--- src/rtl/dld_pkg.sv ---
package dld_pkg;
   // smallest divide ratio any counter will use
   localparam int unsigned MIN_RATIO = 16;
   // loop indices
   localparam int unsigned NUM_LOOPS = 2;
   localparam int unsigned LOOP_TX   = 0;
   localparam int unsigned LOOP_RX   = 1;

   typedef enum logic {
      MCU_DIV3 = 1'b0,
      MCU_DIV4 = 1'b1
   } mcu_ratio_e;
endpackage

--- src/rtl/dld_prog_divider.sv ---
module dld_prog_divider #(
   parameter int unsigned W     = 12,
   parameter int unsigned FLOOR = dld_pkg::MIN_RATIO
) (
   input  logic         clk,
   input  logic         rst_n,
   input  logic         tick,
   input  logic         hold,
   input  logic [W-1:0] ratio,
   output logic         pulse
);
   localparam logic [W-1:0] FLOOR_V = W'(FLOOR);
   localparam logic [W-1:0] ONE_V   = W'(1);

   if (FLOOR < 2 || FLOOR >= (1 << W)) begin : g_floor_chk
      $error("dld_prog_divider: FLOOR must lie in 2 .. 2**W-1");
   end

   logic [W-1:0] eff_ratio;
   logic [W-1:0] lim_q;
   logic [W-1:0] cnt_q;
   logic         fresh_q;
   logic [W-1:0] limit;

   // ratios under the floor are raised to it
   assign eff_ratio = (ratio < FLOOR_V) ? FLOOR_V : ratio;
   // first period after release takes the live ratio, later ones the latched one
   assign limit     = fresh_q ? eff_ratio : lim_q;

   always_ff @(posedge clk or negedge rst_n) begin
      if (!rst_n) begin
         cnt_q   <= '0;
         lim_q   <= FLOOR_V;
         fresh_q <= 1'b1;
         pulse   <= 1'b0;
      end else if (hold) begin
         cnt_q   <= '0;
         fresh_q <= 1'b1;
         pulse   <= 1'b0;
      end else if (tick) begin
         if (fresh_q) begin
            lim_q   <= eff_ratio;
            fresh_q <= 1'b0;
         end
         if (cnt_q == limit - ONE_V) begin
            cnt_q <= '0;
            lim_q <= eff_ratio;
            pulse <= 1'b1;
         end else begin
            cnt_q <= cnt_q + ONE_V;
            pulse <= 1'b0;
         end
      end else begin
         pulse <= 1'b0;
      end
   end
endmodule

--- src/rtl/dld_mcu_clkdiv.sv ---
module dld_mcu_clkdiv (
   input  logic clk,
   input  logic rst_n,
   input  logic tick,
   input  logic ratio4,
   output logic clk_out
);
   import dld_pkg::*;

   mcu_ratio_e sel_q;
   logic [1:0] phase_q;
   logic [1:0] last_phase;

   assign last_phase = (sel_q == MCU_DIV4) ? 2'd3 : 2'd2;

   always_ff @(posedge clk or negedge rst_n) begin
      if (!rst_n) begin
         phase_q <= 2'd0;
         sel_q   <= MCU_DIV3;
      end else if (tick) begin
         if (phase_q == last_phase) begin
            phase_q <= 2'd0;
            sel_q   <= mcu_ratio_e'(ratio4);
         end else begin
            phase_q <= phase_q + 2'd1;
         end
      end
   end

   // high for phases 2 and 3: one of three, or two of four
   assign clk_out = phase_q[1];
endmodule

--- src/rtl/dual_loop_divider.sv ---
module dual_loop_divider #(
   parameter int unsigned REF_W     = 12,
   parameter int unsigned AUX_W     = 14,
   parameter int unsigned FB_W      = 16,
   parameter int unsigned MIN_RATIO = dld_pkg::MIN_RATIO
) (
   input  logic             clk,
   input  logic             rst_n,
   input  logic             osc_tick,
   input  logic             tx_rf_tick,
   input  logic             rx_rf_tick,
   input  logic [REF_W-1:0] tx_ref_ratio,
   input  logic [REF_W-1:0] rx_ref_ratio,
   input  logic [AUX_W-1:0] aux_ratio,
   input  logic             aux_enable,
   input  logic             use_aux_ref,
   input  logic [FB_W-1:0]  tx_fb_ratio,
   input  logic [FB_W-1:0]  rx_fb_ratio,
   input  logic             tx_sleep,
   input  logic             rx_sleep,
   input  logic             mcu_ratio4,
   output logic             tx_cmp_pulse,
   output logic             rx_cmp_pulse,
   output logic             tx_fb_pulse,
   output logic             rx_fb_pulse,
   output logic             mcu_clk_out
);
   import dld_pkg::*;

   localparam int unsigned FLOOR_BITS = $clog2(MIN_RATIO + 1);

   if (REF_W < FLOOR_BITS || AUX_W < FLOOR_BITS || FB_W < FLOOR_BITS) begin : g_width_chk
      $error("dual_loop_divider: a ratio width cannot hold MIN_RATIO");
   end

   logic                 aux_pulse;
   logic [NUM_LOOPS-1:0] loop_sleep;
   logic [NUM_LOOPS-1:0] loop_rf_tick;
   logic [NUM_LOOPS-1:0] ref_pulse;
   logic [NUM_LOOPS-1:0] fb_pulse;
   logic [NUM_LOOPS-1:0] cmp_pulse;
   logic [REF_W-1:0]     ref_ratio [NUM_LOOPS];
   logic [FB_W-1:0]      fb_ratio  [NUM_LOOPS];

   assign loop_sleep[LOOP_TX]   = tx_sleep;
   assign loop_sleep[LOOP_RX]   = rx_sleep;
   assign loop_rf_tick[LOOP_TX] = tx_rf_tick;
   assign loop_rf_tick[LOOP_RX] = rx_rf_tick;
   assign ref_ratio[LOOP_TX]    = tx_ref_ratio;
   assign ref_ratio[LOOP_RX]    = rx_ref_ratio;
   assign fb_ratio[LOOP_TX]     = tx_fb_ratio;
   assign fb_ratio[LOOP_RX]     = rx_fb_ratio;

   // auxiliary reference, powered down (held) when not enabled
   dld_prog_divider #(.W(AUX_W), .FLOOR(MIN_RATIO)) u_aux (
      .clk   (clk),
      .rst_n (rst_n),
      .tick  (osc_tick),
      .hold  (!aux_enable),
      .ratio (aux_ratio),
      .pulse (aux_pulse)
   );

   for (genvar li = 0; li < NUM_LOOPS; li++) begin : g_loop
      dld_prog_divider #(.W(REF_W), .FLOOR(MIN_RATIO)) u_ref (
         .clk   (clk),
         .rst_n (rst_n),
         .tick  (osc_tick),
         .hold  (loop_sleep[li]),
         .ratio (ref_ratio[li]),
         .pulse (ref_pulse[li])
      );
      dld_prog_divider #(.W(FB_W), .FLOOR(MIN_RATIO)) u_fb (
         .clk   (clk),
         .rst_n (rst_n),
         .tick  (loop_rf_tick[li]),
         .hold  (loop_sleep[li]),
         .ratio (fb_ratio[li]),
         .pulse (fb_pulse[li])
      );
      assign cmp_pulse[li] = !loop_sleep[li] & (use_aux_ref ? aux_pulse : ref_pulse[li]);
   end

   dld_mcu_clkdiv u_mcu (
      .clk     (clk),
      .rst_n   (rst_n),
      .tick    (osc_tick),
      .ratio4  (mcu_ratio4),
      .clk_out (mcu_clk_out)
   );

   assign tx_cmp_pulse = cmp_pulse[LOOP_TX];
   assign rx_cmp_pulse = cmp_pulse[LOOP_RX];
   assign tx_fb_pulse  = fb_pulse[LOOP_TX];
   assign rx_fb_pulse  = fb_pulse[LOOP_RX];
endmodule

--- config.mk ---
export PLATFORM = sky130hd
export DESIGN_NAME = dual_loop_divider
export DESIGN_NICKNAME = d
export VERILOG_FILES = /design/src/rtl/dld_pkg.sv /design/src/rtl/dld_prog_divider.sv /design/src/rtl/dld_mcu_clkdiv.sv /design/src/rtl/dual_loop_divider.sv
export SDC_FILE = /design/constraint.sdc
export NUM_CORES = 1
export LEC_CHECK = 0
export BUFFER_PORTS_ARGS = -buffer_cell sky130_fd_sc_hd__buf_4
export CORE_MARGIN = 5
export CORE_UTILIZATION = 50
export DETAILED_ROUTE_END_ITERATION = 16
export PLACE_DENSITY = 0.69
export SLEW_MARGIN = 20
export SYNTH_ARGS = -nofsm -noshare
export SYNTH_HDL_FRONTEND = slang
export SYNTH_SLANG_ARGS = --single-unit
--- constraint.sdc ---
create_clock -name clk -period 5 [get_ports clk]
set_input_delay 0.5 -clock clk [delete_from_list [all_inputs] [get_ports clk]]
set_output_delay 0.5 -clock clk [all_outputs]
set_load 0.03 [all_outputs]
==> flow_summary.toml, run 1 <==
[run_status]
outcome = "completed"

[cts]
cts-hold-fix-buffers = 0
clk_root_buffer_cell = "sky130_fd_sc_hd__clkbuf_16"
post_cts.resized_instances = 0
clk_path_buf_depth = 2
cts_inserted_buffers = 17
clk_pin_slew_ns = 0.07
tritoncts = "done"
post_cts.repair.setup_buffers = 0
htreeDepth = 4
clkSinkCount = 153
insertion_delay_ns = 0.42

[layout]
multiInputGateArea_mm2 = 0.00678
regArea_mm2 = 0.00384
final_layout_size_suffix_gt1_frac = 0.183
area_growth_pct = 14.3
n_fill_cell = 1956
mostFrequentLayoutCell = "sky130_fd_sc_hd__dfrtp_1"
mostFrequentLayoutCells = "sky130_fd_sc_hd__dfrtp_1, sky130_fd_sc_hd__buf_4, sky130_fd_sc_hd__nand2_1"
nNetsFinal = 1355
antenna-diode-count = 0

[yosys]
syn-instance-count = 1193
synthesis.area_per_instance_um2 = 9.19
yosys_synthesis_warning_count = 0
most_instantiated_flip_flop_cell_in_the_synthesis_netlist = "sky130_fd_sc_hd__dfrtp_1"
yosys.cell_types.count = 85
syn-cell-area_mm2 = 0.0110
syn-num-nets = 1283
number_of_synthesized_register_bits = 153
synth_enable_flop_cells = 0
ys_async_sr_fraction = 1.00
yosysSeqAreaShare = 0.350

[die]
ioPinCount = 85
initial_core_util = 0.505
placementRows = 54
core_area_mm2 = 0.0217
floorplan.die.width_um = 158
chipHeight_um = 158
die-area_mm2 = 0.0250

[pwr]
pwr_dens_mw_per_mm2 = 297
leakage_nw = 5.40
worst_ir_drop_vdd_mv = 0.239

[setup_path]
cp-start-kind = "register"
cp_slowest_stage_delay_ns = 0.68
crit_chain = "or4b_2 > or3_1 > o211ai_1 > ha_1 > nor4b_1 > nand3_1 > a2111o_1 > nor4_2 > nand2_1 > a21o_1 > mux2_1"
depth_of_the_worst_register_to_register_path = 11
path_class = "register to register"
timing.critical_path.arrival_ns = 4.84
cp_max_fo = 14
cp_data_required_time_ns = 5.31
critical-path-slowest-cell = "sky130_fd_sc_hd__or4b_2"
endpoint_kind = "register"

[detailed_routing]
remaining_drc_errors = 0
drtIter0Drc = 639
detail_route.wl_per_cell_um = 17.1
vias_per_inst = 6.07
antenna_left = 0
vias = 9451
drt-total-wl_um = 26700
first_pass_detailed_route_iteration_total = 5

[timing]
setup-tns-final_ns = 0
final_hold_viol_count = 0
finalCritPeriodShare = 0.906
worst_clock_skew_ns = 0.0104
postLayoutSetupSlackWorst_ns = 0.471
report.final.slew_viol_count = 0
period_needed_ns = 4.53
setup-violations-final = 0
max_slew_margin = 0.310
grt_setup_unrepaired = "no"
clock.fmax_mhz = 221
worst_slew_pin_tran_ns = 1.03

[hold_path]
worstHoldPathType = "input pin to async pin"

[placement]
finalWeightedCongestion = 0.880
preCtsSetupSlack_ns = 0.138
dp_hpwl_um = 19200
io_buffers = 84

[global_routing]
grt_pass1_vias = 9137
antenna_found_initial = 0
grt_max_degree = 65
globalRoute.totalOverflow = 0
grt.total_usage = 0.218
grt_first_pass_wirelength_um = 45300

[job]
drv.max_cap_violation_count = 0
registers in the layout (all words and copies together) (netlist names):
name,cells
g_loop.u_fb.cnt_q,32
g_loop.u_fb.lim_q,32
g_loop.u_ref.cnt_q,24
g_loop.u_ref.lim_q,24
u_aux.cnt_q,14
u_aux.lim_q,14
g_loop.u_fb.fresh_q,2
g_loop.u_fb.pulse,2
g_loop.u_ref.fresh_q,2
g_loop.u_ref.pulse,2
u_mcu.phase_q,2
u_aux.fresh_q,1
u_aux.pulse,1
u_mcu.sel_q,1
metal layers:
layer	up-vias	GRT usage	part of all wire
met5	-	0	0
met4	0	0.0544	0.012
met3	31	0.0361	0.044
met2	233	0.351	0.47
met1	4583	0.309	0.47
li1	4604	-	-
cells in the mapped netlist (5+ instances only):
| master | instances | share of area |
|---|---|---|
| sky130_fd_sc_hd__nand3b_1 | 13 | 0.0089 |
| sky130_fd_sc_hd__buf_2 | 6 | 0.0027 |
| sky130_fd_sc_hd__or3_1 | 22 | 0.013 |
| sky130_fd_sc_hd__nor3_1 | 37 | 0.017 |
| sky130_fd_sc_hd__o22ai_1 | 10 | 0.0057 |
| sky130_fd_sc_hd__a21oi_1 | 43 | 0.020 |
| sky130_fd_sc_hd__ha_1 | 10 | 0.011 |
| sky130_fd_sc_hd__mux2i_1 | 76 | 0.069 |
| sky130_fd_sc_hd__nand3_1 | 47 | 0.021 |
| sky130_fd_sc_hd__nor2b_1 | 6 | 0.0034 |
| sky130_fd_sc_hd__mux2_4 | 7 | 0.0096 |
| sky130_fd_sc_hd__buf_1 | 6 | 0.0021 |
| sky130_fd_sc_hd__a31oi_1 | 17 | 0.0097 |
| sky130_fd_sc_hd__dfstp_2 | 10 | 0.024 |
| sky130_fd_sc_hd__dfrtp_1 | 143 | 0.33 |
| sky130_fd_sc_hd__a31o_2 | 5 | 0.0040 |
| sky130_fd_sc_hd__nand4_1 | 17 | 0.0097 |
| sky130_fd_sc_hd__inv_1 | 30 | 0.010 |
| sky130_fd_sc_hd__nand2_1 | 80 | 0.027 |
| sky130_fd_sc_hd__nor4b_1 | 15 | 0.012 |
| sky130_fd_sc_hd__or4_1 | 14 | 0.0096 |
| sky130_fd_sc_hd__o211ai_1 | 5 | 0.0034 |
| sky130_fd_sc_hd__nand2b_1 | 36 | 0.021 |
| sky130_fd_sc_hd__xor2_1 | 34 | 0.027 |
| sky130_fd_sc_hd__a22o_1 | 8 | 0.0064 |
| sky130_fd_sc_hd__clkbuf_1 | 35 | 0.012 |
| sky130_fd_sc_hd__o31ai_1 | 8 | 0.0055 |
| sky130_fd_sc_hd__and2_1 | 7 | 0.0040 |
| sky130_fd_sc_hd__and3_1 | 35 | 0.020 |
| sky130_fd_sc_hd__or4b_2 | 5 | 0.0046 |
| sky130_fd_sc_hd__nor3b_1 | 6 | 0.0041 |
| sky130_fd_sc_hd__mux2_2 | 53 | 0.054 |
| sky130_fd_sc_hd__o21ai_0 | 57 | 0.026 |
| sky130_fd_sc_hd__nor2_1 | 74 | 0.025 |
| sky130_fd_sc_hd__a21o_1 | 22 | 0.015 |
| sky130_fd_sc_hd__xnor2_1 | 65 | 0.052 |
| sky130_fd_sc_hd__nor4_1 | 25 | 0.014 |
| sky130_fd_sc_hd__o311ai_0 | 6 | 0.0048 |
power breakdown:
part | switching [W] | total, W | internal, W
Sequential | 0.000120 | 0.00149 | 0.00137
Clock | 0.000508 | 0.00145 | 0.000940
Combinational | 0.000414 | 0.000779 | 0.000365
layout make-up:
| cell class | count | area share |
|---|---|---|
| Clock buffer | 25 | 0.0395 |
| Clock inverter | 7 | 0.0130 |
| Inverter | 31 | 0.00928 |
| Multi-Input combinational cell | 957 | 0.541 |
| Sequential cell | 153 | 0.306 |
| Tap cell | 280 | 0.0280 |
| Timing Repair Buffer | 105 | 0.0632 |
final timing paths:
kind	start	slack [ns]	to
worst max-delay path	u_aux.fresh_q$_DFFE_PN1P_	0.47	u_aux.lim_q[10]$_DFFE_PN0P_
worst min-delay path	rst_n	0.08	g_loop[1].u_ref.lim_q[8]$_DFFE_PN0P_
worst max register to register	u_aux.fresh_q$_DFFE_PN1P_	0.47	u_aux.lim_q[10]$_DFFE_PN0P_
worst min register to register	g_loop[1].u_ref.lim_q[4]$_DFFE_PN1P_	0.49	g_loop[1].u_ref.lim_q[4]$_DFFE_PN1P_
max in group asynchronous	rst_n	3.85	g_loop[1].u_fb.lim_q[2]$_DFFE_PN0P_
min in group clk	aux_ratio[9]	0.30	u_aux.lim_q[9]$_DFFE_PN0P_
critical path: cells and delay by family, from the launching register on:
family,cells,cell delay [ns]
mux,1,0.41
simple gates,6,2.14
compound gates,3,1.02
fa+ha+maj,1,0.30
flops,1,0.53
per-stage QoR:
stage	power (W)	util	hold WS, ns	cell area, µm²	std cells
after floorplan	0.00204	-	0.204	11000	1193
after global placement	0.00227	0.547	0.475	11900	1526
after detailed placement	0.00228	0.547	0.482	11900	1526
after CTS	0.00375	0.578	0.102	12500	1558
after global routing	0.00392	0.578	0.123	12500	1558
final	0.00372	0.578	0.0807	12500	1558
cell families (layout without fill, tap and decap cells):
| kind of cell | count (synthesis) | in the layout | share of synthesized area |
|---|---|---|---|
| AND/OR/NAND/NOR | 453 | 453 | 0.226 |
| AO/OA/AOI/OAI | 255 | 255 | 0.163 |
| flip-flops | 153 | 153 | 0.350 |
| multiplexers | 140 | 140 | 0.138 |
| XOR/XNOR | 99 | 99 | 0.0791 |
| buffers and inverters | 83 | 168 | 0.0324 |
| adder cells (fa/ha/maj) | 10 | 10 | 0.0114 |
(Power assumes the default switching activity.)
==> run 2, diff against run 1 <==
- BUFFER_PORTS_ARGS: -buffer_cell sky130_fd_sc_hd__buf_4 -> -buffer_cell sky130_fd_sc_hd__buf_2
- CTS_BUF_LIST: default -> sky130_fd_sc_hd__clkbuf_16
==> run 2 against run 1 <==
Effect of this change:
- via count down 1.1%
- total power down 4.8%
- die area unchanged
- first-iteration DRC count down 4.1%
- hold slack better by 0.045 ns
- count of clock-buffer cells in the layout down 8
- clock skew up 0.0073 ns
- design area down 2.4%
- clock power down 10%
- worst setup slack better by 0.11 ns
- largest cell class unchanged
- highest routed layer unchanged
==> flow_summary.toml, run 2 (synthesis gave the netlist of run 1 again) <==
[die]
ioPinCount = 85
floorplan.die.width_um = 158
core_area_mm2 = 0.0217
chipHeight_um = 158
placementRows = 54
initial_core_util = 0.505
die-area_mm2 = 0.0250

[placement]
finalWeightedCongestion = 0.863
dp_hpwl_um = 18700
io_buffers = 84

[layout]
largestRegisters = "g_loop.u_fb.cnt_q x32, g_loop.u_fb.lim_q x32"
area_growth_pct = 11.6
mostFrequentLayoutCell = "sky130_fd_sc_hd__dfrtp_1"
nNetsFinal = 1352
final_layout_size_suffix_gt1_frac = 0.180
antenna-diode-count = 0
mostFrequentLayoutCells = "sky130_fd_sc_hd__dfrtp_1, sky130_fd_sc_hd__buf_2, sky130_fd_sc_hd__nand2_1"

[run_status]
outcome = "completed"

[global_routing]
globalRoute.totalOverflow = 0
antenna_found_initial = 0
grt_max_degree = 79
grt_pass1_vias = 9187
grt.total_usage = 0.212
grt_first_pass_wirelength_um = 44000

[setup_path]
worst-path-stages = 11
cp_max_fo = 14
crit_chain = "or4b_2 > or3_1 > o211ai_1 > ha_1 > nor4b_1 > nand3_1 > a2111o_1 > nor4_2 > nand2_1 > a21o_1 > mux2_1"
endpoint_kind = "register"
depth_of_the_worst_register_to_register_path = 11
cp.buffers_inverters = 0
path_class = "register to register"
critical-path-slowest-cell = "sky130_fd_sc_hd__or4b_2"
critical-path-top-delay-family = "simple AND/OR/NAND/NOR gates"
cp_data_required_time_ns = 5.32
cp_slowest_stage_delay_ns = 0.67
cp-start-kind = "register"
timing.critical_path.arrival_ns = 4.74

[pwr]
p_int_w = 0.00249
worst_ir_drop_vdd_mv = 0.186
power.share.sequential = 0.421
share_of_total_power_consumed_by_net_switching = 0.296
leakage_nw = 5.28
clock_share_of_power = 0.367
pwr_dens_mw_per_mm2 = 289
share_comb_of_total_power = 0.213
p_switching_w = 0.00105

[timing]
setup-tns-final_ns = 0
max_slew_margin = 0.257
setup-violations-final = 0
finalCritPeriodShare = 0.883
fin_worst_hold_slack_ns = 0.126
clock.fmax_mhz = 226
period_needed_ns = 4.42
report.final.slew_viol_count = 0
worst_clock_skew_ns = 0.0178
final_hold_viol_count = 0
grt_setup_unrepaired = "no"
worst_slew_pin_tran_ns = 1.11

[cts]
post_cts.resized_instances = 0
clk_path_buf_depth = 2
clk_pin_slew_ns = 0.07
insertion_delay_ns = 0.44
clkSinkCount = 153
cts-hold-fix-buffers = 0
htreeDepth = 4
clk_root_buffer_cell = "sky130_fd_sc_hd__clkbuf_16"
tritoncts = "done"
cts_inserted_buffers = 17
post_cts.repair.setup_buffers = 0

[detailed_routing]
drt-total-wl_um = 25900
vias = 9344
drtIter0Drc = 613
antenna_left = 0
remaining_drc_errors = 0
vias_per_inst = 6.01
first_pass_detailed_route_iteration_total = 5
detail_route.wl_per_cell_um = 16.7

[job]
drv.max_cap_violation_count = 0

[hold_path]
worstHoldPathType = "input pin to async pin"
==> run 2: changes by cell type in the layout (fill, tap and decap cells not counted), sizes merged <==
cell      change
buf           -3
bufinv        -2
clkbuf        -8
clkinv        +4
clkinvlp      +3
inv           +2
==> run 2: per-layer routing <==
metal / share of wire / global-route usage / vias up
met5: 0 / 0 / -
met4: 0.017 / 0.0621 / 0
met3: 0.046 / 0.0429 / 41
met2: 0.47 / 0.350 / 193
met1: 0.46 / 0.283 / 4506
li1: - / - / 4604
==> run 2: worst paths after layout <==
check,startpoint,endpoint,slack [ns]
worst max-delay path,u_aux.fresh_q$_DFFE_PN1P_,u_aux.lim_q[12]$_DFFE_PN0P_,0.58
worst min-delay path,rst_n,g_loop[1].u_ref.lim_q[11]$_DFFE_PN0P_,0.13
worst max register to register,u_aux.fresh_q$_DFFE_PN1P_,u_aux.lim_q[12]$_DFFE_PN0P_,0.58
worst min register to register,g_loop[1].u_ref.lim_q[4]$_DFFE_PN1P_,g_loop[1].u_ref.lim_q[4]$_DFFE_PN1P_,0.49
max in group asynchronous,rst_n,g_loop[1].u_fb.fresh_q$_DFFE_PN1P_,3.84
min in group clk,aux_enable,u_aux.fresh_q$_DFFE_PN1P_,0.29
==> run 2: area by class of cell <==
type                    count  area, µm²
well taps                 280        350
multi-input cells         957       6770
fillers                  1955       9450
repair buffers            102        574
inverters                  31        116
flip-flops and latches    153       3840
clock inverters            14        158
clock buffers              17        425
==> run 2: power groups by stage <==
stage	logic, W	clock network [W]	registers (W)
global placement	0.000739	0	0.00150
floorplan	0.000559	0	0.00148
detailed placement	0.000754	0	0.00151
global route	0.000842	0.00138	0.00151
CTS	0.000756	0.00133	0.00149
finish	0.000753	0.00130	0.00149
==> run 2: per-stage QoR <==
step	utilization	std cells	setup slack [ns]	total power [W]	area (µm²)
floorplan	-	1193	0.442	0.00204	11000
global placement	0.537	1523	0.244	0.00224	11700
detailed placement	0.537	1523	0.156	0.00226	11700
CTS	0.564	1554	0.565	0.00358	12200
global route	0.564	1554	0.294	0.00373	12200
finish	0.564	1554	0.585	0.00354	12200
==> run 2: worst reg2reg max path: stages (launching register included) <==
cell	delay (ns)
sky130_fd_sc_hd__dfstp_2	0.53
sky130_fd_sc_hd__or4b_2	0.67
sky130_fd_sc_hd__or3_1	0.45
sky130_fd_sc_hd__o211ai_1	0.21
sky130_fd_sc_hd__ha_1	0.22
sky130_fd_sc_hd__nor4b_1	0.35
sky130_fd_sc_hd__nand3_1	0.12
sky130_fd_sc_hd__a2111o_1	0.39
sky130_fd_sc_hd__nor4_2	0.40
sky130_fd_sc_hd__nand2_1	0.13
sky130_fd_sc_hd__a21o_1	0.42
sky130_fd_sc_hd__mux2_1	0.40
